--- src/rtl/lsu_pkg.sv ---
package lsu_pkg;

  localparam int OPC_W = 6;

  localparam logic [OPC_W-1:0] OPC_LD_B   = 6'h20;
  localparam logic [OPC_W-1:0] OPC_LD_H   = 6'h21;
  localparam logic [OPC_W-1:0] OPC_LD_W   = 6'h23;
  localparam logic [OPC_W-1:0] OPC_LD_BU  = 6'h24;
  localparam logic [OPC_W-1:0] OPC_LD_HU  = 6'h25;
  localparam logic [OPC_W-1:0] OPC_ST_B   = 6'h28;
  localparam logic [OPC_W-1:0] OPC_ST_H   = 6'h29;
  localparam logic [OPC_W-1:0] OPC_ST_W   = 6'h2b;

  typedef enum logic [1:0] {
    SZ_BYTE = 2'd0,
    SZ_HALF = 2'd1,
    SZ_WORD = 2'd2
  } size_e;

  typedef struct packed {
    logic  ld;
    logic  st;
    size_e size;
    logic  zext;
  } acc_t;

endpackage

--- src/rtl/lsu_decode.sv ---
module lsu_decode
  import lsu_pkg::*;
(
  input  logic [OPC_W-1:0] opcode,
  output acc_t             acc
);

  always_comb begin
    acc = '0;
    case (opcode)
      OPC_LD_B:  begin acc.ld = 1'b1; acc.size = SZ_BYTE; end
      OPC_LD_H:  begin acc.ld = 1'b1; acc.size = SZ_HALF; end
      OPC_LD_W:  begin acc.ld = 1'b1; acc.size = SZ_WORD; end
      OPC_LD_BU: begin acc.ld = 1'b1; acc.size = SZ_BYTE; acc.zext = 1'b1; end
      OPC_LD_HU: begin acc.ld = 1'b1; acc.size = SZ_HALF; acc.zext = 1'b1; end
      OPC_ST_B:  begin acc.st = 1'b1; acc.size = SZ_BYTE; end
      OPC_ST_H:  begin acc.st = 1'b1; acc.size = SZ_HALF; end
      OPC_ST_W:  begin acc.st = 1'b1; acc.size = SZ_WORD; end
      default:   acc = '0;
    endcase
  end

endmodule

--- src/rtl/lsu_align.sv ---
module lsu_align
  import lsu_pkg::*;
#(
  parameter int OFS_W = 2
) (
  input  size_e            size,
  input  logic [OFS_W-1:0] ofs,
  output logic             misalign
);

  always_comb begin
    case (size)
      SZ_HALF: misalign = ofs[0];
      SZ_WORD: misalign = |ofs;
      default: misalign = 1'b0;
    endcase
  end

endmodule

--- src/rtl/lsu_store_lane.sv ---
module lsu_store_lane
  import lsu_pkg::*;
#(
  parameter int DATA_W = 32,
  localparam int LANES = DATA_W / 8,
  localparam int HALVES = LANES / 2,
  localparam int OFS_W = $clog2(LANES)
) (
  input  logic              is_store,
  input  size_e             size,
  input  logic              misalign,
  input  logic [OFS_W-1:0]  ofs,
  input  logic [DATA_W-1:0] rt_val,
  output logic [DATA_W-1:0] wdata,
  output logic [LANES-1:0]  be
);

  logic [DATA_W-1:0] rep_byte;
  logic [DATA_W-1:0] rep_half;
  logic [LANES-1:0]  be_byte;
  logic [LANES-1:0]  be_half;

  for (genvar g = 0; g < LANES; g++) begin : g_rep_b
    assign rep_byte[8*g +: 8] = rt_val[7:0];
  end

  for (genvar g = 0; g < HALVES; g++) begin : g_rep_h
    assign rep_half[16*g +: 16] = rt_val[15:0];
  end

  assign be_byte = {{(LANES-1){1'b0}}, 1'b1} << ofs;
  assign be_half = {{(LANES-2){1'b0}}, 2'b11} << {ofs[OFS_W-1:1], 1'b0};

  always_comb begin
    case (size)
      SZ_BYTE: wdata = rep_byte;
      SZ_HALF: wdata = rep_half;
      default: wdata = rt_val;
    endcase
  end

  always_comb begin
    if (!is_store || misalign) begin
      be = '0;
    end else begin
      case (size)
        SZ_BYTE: be = be_byte;
        SZ_HALF: be = be_half;
        default: be = '1;
      endcase
    end
  end

endmodule

--- src/rtl/lsu_load_lane.sv ---
module lsu_load_lane
  import lsu_pkg::*;
#(
  parameter int DATA_W = 32,
  localparam int LANES = DATA_W / 8,
  localparam int HALVES = LANES / 2,
  localparam int OFS_W = $clog2(LANES)
) (
  input  size_e             size,
  input  logic              zext,
  input  logic [OFS_W-1:0]  ofs,
  input  logic [DATA_W-1:0] rd_word,
  output logic [DATA_W-1:0] result
);

  logic [7:0]  lane_b [LANES];
  logic [15:0] lane_h [HALVES];
  logic [7:0]  sel_b;
  logic [15:0] sel_h;

  for (genvar g = 0; g < LANES; g++) begin : g_lane_b
    assign lane_b[g] = rd_word[8*g +: 8];
  end

  for (genvar g = 0; g < HALVES; g++) begin : g_lane_h
    assign lane_h[g] = rd_word[16*g +: 16];
  end

  assign sel_b = lane_b[ofs];
  assign sel_h = lane_h[ofs[OFS_W-1:1]];

  always_comb begin
    case (size)
      SZ_BYTE: result = zext ? {{(DATA_W-8){1'b0}}, sel_b}
                              : {{(DATA_W-8){sel_b[7]}}, sel_b};
      SZ_HALF: result = zext ? {{(DATA_W-16){1'b0}}, sel_h}
                              : {{(DATA_W-16){sel_h[15]}}, sel_h};
      default: result = rd_word;
    endcase
  end

endmodule

--- src/rtl/lsu_lane_unit.sv ---
module lsu_lane_unit
  import lsu_pkg::*;
#(
  parameter int DATA_W  = 32,
  parameter int IMM_W   = 16,
  parameter int INSTR_W = 32,
  localparam int LANES  = DATA_W / 8,
  localparam int OFS_W  = $clog2(LANES)
) (
  input  logic               clk,
  input  logic               rst_n,
  input  logic               req_valid,
  input  logic [INSTR_W-1:0] instr,
  input  logic [DATA_W-1:0]  rs_val,
  input  logic [DATA_W-1:0]  rt_val,
  input  logic [DATA_W-1:0]  rd_word,
  output logic               out_valid,
  output logic [DATA_W-1:0]  mem_addr,
  output logic [DATA_W-1:0]  mem_wdata,
  output logic [LANES-1:0]   mem_be,
  output logic               mem_wr,
  output logic               ld_valid,
  output logic [DATA_W-1:0]  ld_result,
  output logic               align_err
);

  // request side
  logic [DATA_W-1:0] imm_ext;
  logic [DATA_W-1:0] ea_d;
  acc_t              acc_d;
  logic              mis_d;
  logic [DATA_W-1:0] wdata_d;
  logic [LANES-1:0]  be_d;
  logic              unused_fields;

  assign unused_fields = ^instr[INSTR_W-OPC_W-1:IMM_W];
  assign imm_ext = {{(DATA_W-IMM_W){instr[IMM_W-1]}}, instr[IMM_W-1:0]};
  assign ea_d    = rs_val + imm_ext;

  lsu_decode u_dec (
    .opcode (instr[INSTR_W-1 -: OPC_W]),
    .acc    (acc_d)
  );

  lsu_align #(.OFS_W(OFS_W)) u_aln (
    .size     (acc_d.size),
    .ofs      (ea_d[OFS_W-1:0]),
    .misalign (mis_d)
  );

  lsu_store_lane #(.DATA_W(DATA_W)) u_st (
    .is_store (acc_d.st),
    .size     (acc_d.size),
    .misalign (mis_d),
    .ofs      (ea_d[OFS_W-1:0]),
    .rt_val   (rt_val),
    .wdata    (wdata_d),
    .be       (be_d)
  );

  // stage registers
  logic              valid_q, valid_n;
  logic [DATA_W-1:0] addr_q,  addr_n;
  acc_t              acc_q,   acc_n;
  logic [DATA_W-1:0] wdata_q, wdata_n;
  logic [LANES-1:0]  be_q,    be_n;
  logic              err_q,   err_n;
  logic              cap_en;

  assign cap_en = req_valid;

  always_comb begin
    valid_n = req_valid && (acc_d.ld || acc_d.st);
    addr_n  = addr_q;
    acc_n   = acc_q;
    wdata_n = wdata_q;
    be_n    = be_q;
    err_n   = err_q;
    if (cap_en) begin
      addr_n  = ea_d;
      acc_n   = acc_d;
      wdata_n = wdata_d;
      be_n    = be_d;
      err_n   = mis_d;
    end
  end

  always_ff @(posedge clk or negedge rst_n) begin
    if (!rst_n) begin
      valid_q <= 1'b0;
      addr_q  <= '0;
      acc_q   <= '0;
      wdata_q <= '0;
      be_q    <= '0;
      err_q   <= 1'b0;
    end else begin
      valid_q <= valid_n;
      addr_q  <= addr_n;
      acc_q   <= acc_n;
      wdata_q <= wdata_n;
      be_q    <= be_n;
      err_q   <= err_n;
    end
  end

  // memory side
  logic [DATA_W-1:0] ld_raw;

  lsu_load_lane #(.DATA_W(DATA_W)) u_ld (
    .size    (acc_q.size),
    .zext    (acc_q.zext),
    .ofs     (addr_q[OFS_W-1:0]),
    .rd_word (rd_word),
    .result  (ld_raw)
  );

  assign out_valid = valid_q;
  assign mem_addr  = valid_q ? addr_q : '0;
  assign mem_wr    = valid_q && acc_q.st && !err_q;
  assign ld_valid  = valid_q && acc_q.ld && !err_q;
  assign align_err = valid_q && err_q;
  assign mem_be    = mem_wr ? be_q : '0;
  assign mem_wdata = mem_wr ? wdata_q : '0;
  assign ld_result = ld_valid ? ld_raw : '0;

endmodule

--- config.mk ---
export PLATFORM = sky130hd
export DESIGN_NAME = lsu_lane_unit
export DESIGN_NICKNAME = d
export VERILOG_FILES = /design/src/rtl/lsu_pkg.sv /design/src/rtl/lsu_decode.sv /design/src/rtl/lsu_align.sv /design/src/rtl/lsu_store_lane.sv /design/src/rtl/lsu_load_lane.sv /design/src/rtl/lsu_lane_unit.sv
export SDC_FILE = /design/constraint.sdc
export NUM_CORES = 1
export LEC_CHECK = 0
export BUFFER_PORTS_ARGS = -buffer_cell sky130_fd_sc_hd__buf_2
export CORE_UTILIZATION = 53
export DETAILED_ROUTE_END_ITERATION = 12
export PLACE_DENSITY = 0.87
export RECOVER_POWER = 50
export SYNTH_ARGS = -nofsm -noshare
export SYNTH_HDL_FRONTEND = slang
export SYNTH_SLANG_ARGS = --single-unit
--- constraint.sdc ---
create_clock -name clk -period 6.6 [get_ports clk]
set_input_delay 1.32 -clock clk [delete_from_list [all_inputs] [get_ports clk]]
set_output_delay 1.32 -clock clk [all_outputs]
set_load 0.005 [all_outputs]
==> run_results.csv <==
group,metric,value,unit
cts,clkTransAtPathRegs,90,ps
sta,fin_crit,5170,ps
placed_design,place_congestion,0.886,
yosys,netlist_instances,663,
global_route,grt_pass1_wl,24600,um
yosys,synthAdderAreaFrac,0.0799,
sta,drv_slew,169,
critical_path,path_cells,"buf_4 -> clkbuf_1 -> nand2_1 -> nor2_1 -> o21ai_0 -> o21ai_0",
layout,fill_cells,921,
layout,layout.nets,1032,
global_route,grt-ovfl-total,0,
critical_path,crit_family,"buffers and inverters",
global_route,antenna_found_initial,1,
yosys,synthArstFlopShare,1.00,
sta,max_freq,193,MHz
yosys,synth-main-ff-cell,"dfrtp_1",
sta,fin_crit_sh,0.783,
critical_path,arrival,5380,ps
sta,setup-tns-final,0,ps
cts,cts_hold_buf,0,
yosys,synthTopCellsByCount,"75 x dfrtp_1, 70 x and2_1, 64 x a21oi_1, 54 x nor2_1, 47 x nand2_1",
sta,worstMarginPinSlew,3960,ps
die,num_rows,37,
yosys,netlist.area_leader.share,0.327,
yosys,ys_warn_count,0,
yosys,synth.largest_area_cell,"dfrtp_1",
critical_path,crit_buf_inv,2,
placed_design,io_buffers,224,
yosys,synth.avg_cell_area,8.65,um^2
detailed_routing,ant_nets,0,
yosys,synth_top_family_by_area,"compound AO/OA/AOI/OAI gates",
power_and_ir_drop,leakage,0.00369,uW
placed_design,dp.final_hpwl,11500,um
critical_path,start_kind,"input port",
job,drv_cap,2,
yosys,yosysSeqAreaShare,0.327,
status,status,"finished with violations",
sta,final.setup_skew,0,ps
critical_path,slowest_stage,"clkbuf_1",
global_route,grt_pass1_vias,5183,
critical_path,crit_type,"input port to flip-flop",
die,start_util,0.550,
yosys,synth-compound-area-share,0.218,
cts,htreeDepth,3,
detailed_routing,wirelength,15300,um
yosys,synth.area.top_cells,"dfrtp_1 33%, mux2_2 8.1%, and2_1 7.6%",
detailed_routing,wire_per_inst,15.2,um
layout,drive_gt1_frac,0.341,
power_and_ir_drop,power_density,181,mW/mm^2
die,die_h,106,um
yosys,yosysMostFrequentCell,"dfrtp_1",
die,core,0.0104,mm^2
detailed_routing,drc,0,
detailed_routing,avgViaCountPerCell,5.52,
cts,cts.sinks,75,
status,failed_checks,"capacitance limit, slew limit",
yosys,synth-seq-cells,75,
critical_path,cp.required,6810,ps
detailed_routing,drtIter0Drc,338,
critical_path,cp_max_fo,92,
cts,cts_buffer_depth,2,
layout,layout.area.seq,0.00188,mm^2
detailed_routing,detail_route.first_pass.iterations,5,
critical_path,crit_path_end_kind,"flip-flop",
global_route,grt_usage,0.272,
detailed_routing,vias,5562,
critical_path,worst_path_largest_cell_delay,2760,ps
yosys,synth_cell_types,57,
layout,syn2layout_area_growth,23.5,%
yosys,synth_mux_area_frac,0.0980,
layout,multiInputGateArea,0.00352,mm^2
min_path,hold_path_class,"flip-flop to flip-flop",
die,dieArea,0.0112,mm^2
cts,cts_resized,0,
global_route,grt_start_max_net_pins,93,
power_and_ir_drop,ir_drop,0.0946,mV
sta,finalHoldViolCount,0,
cts,cts_setup_buffers,0,
yosys,yosys.area_share.simple,0.180,
cts,clock_latency,340,ps
critical_path,critPathMostFrequentCell,"o21ai_0",
layout,finalNonFillerCells,1007,
cts,cts_made_buffers,9,
yosys,synth.cell_area,0.00573,mm^2
cts,root_buffer,"clkbuf_8",
yosys,synth_nets,830,
yosys,synth_xor_area_frac,0.0428,
yosys,synth_edf_count,0,
die,fp.dieW,106,um
sta,rsz0062_at_grt,"false",
sta,slew_headroom,-1.64,
sta,setup-violations-final,0,
cts,cts_tree,"yes",
placed_design,place_inst,990,
die,io_pins,235,
## worst paths after layout
check                                  startpoint                     end  slack [ps]  cells past startpoint
min                        addr_q[11]$_DFFE_PN0P_  addr_q[11]$_DFFE_PN0P_         500                      1
min in group asynchronous                   rst_n  wdata_q[1]$_DFFE_PN0P_        2350                      1
max reg2reg                 addr_q[1]$_DFFE_PN0P_   addr_q[1]$_DFFE_PN0P_        5410                      2
min reg2reg                addr_q[11]$_DFFE_PN0P_  addr_q[11]$_DFFE_PN0P_         500                      1
max                                     req_valid     be_q[1]$_DFFE_PN0P_        1430                      6
max in group asynchronous                   rst_n   addr_q[1]$_DFFE_PN0P_        2040                      1
## flip-flops by register name (all words and copies together) (netlist names)
name and count:
acc_q 5, addr_q 32, be_q 4, err_q 1, out_valid 1, wdata_q 32
## per-stage QoR
stage	util	area, um^2	setup slack [ps]	hold slack [ps]	total power (uW)
after global routing	0.680	7080	1040	527	1370
after detailed placement	0.665	6930	1940	487	952
after global placement	0.665	6930	1990	481	936
after CTS	0.682	7110	1940	508	1290
final	0.680	7080	1430	503	1280
after floorplan	-	5730	2570	472	832
## routing by layer
metal	GRT usage	wire length, um	up-vias
met1	0.322	6170	2581
li1	-	-	2740
met3	0.0380	800	30
met2	0.496	7970	211
met5	0	0	-
met4	0.104	333	0
## where the power goes
part	internal [uW]	total [uW]	leakage, uW	switching [uW]
sequential	531	573	0.000888	42.6
clock	143	339	0.0000925	196
combinational	178	372	0.00271	194
total	852	1280	0.00369	432
## cell type report
cell class                 instances  area share
antenna                            1    0.000354
tap                              136      0.0240
multi-input combinational        505       0.498
timing repair buffer             228       0.162
clock inverter                     7     0.00831
inverter                          46      0.0244
clock buffer                       9      0.0175
sequential                        75       0.265
## placed cells by master (no fill, tap or decap), drive strengths merged, types with 6 or more instances in the layout
cell,n
dfrtp,75
o21bai,6
a221oi,8
ha,35
a22oi,17
mux2i,10
nand2,48
a21o,9
inv,48
a21oi,65
mux2,41
a31oi,18
o221a,7
xnor2,16
o21ai,25
nand2b,8
and2,70
xor2,12
clkbuf,11
nor2,54
buf,226
nand3,6
## cell families (layout without fill, tap and decap cells)
kind of cell	count (synthesis)	in the layout
DFF	75	75
muxes	51	51
buffers and inverters	83	290
adders and majority gates	36	36
other	0	1
AOI/OAI and AO/OA	185	185
and+or+nand+nor	205	205
xor gates and xnor gates	28	28
Power figures use the tool's default switching activity.
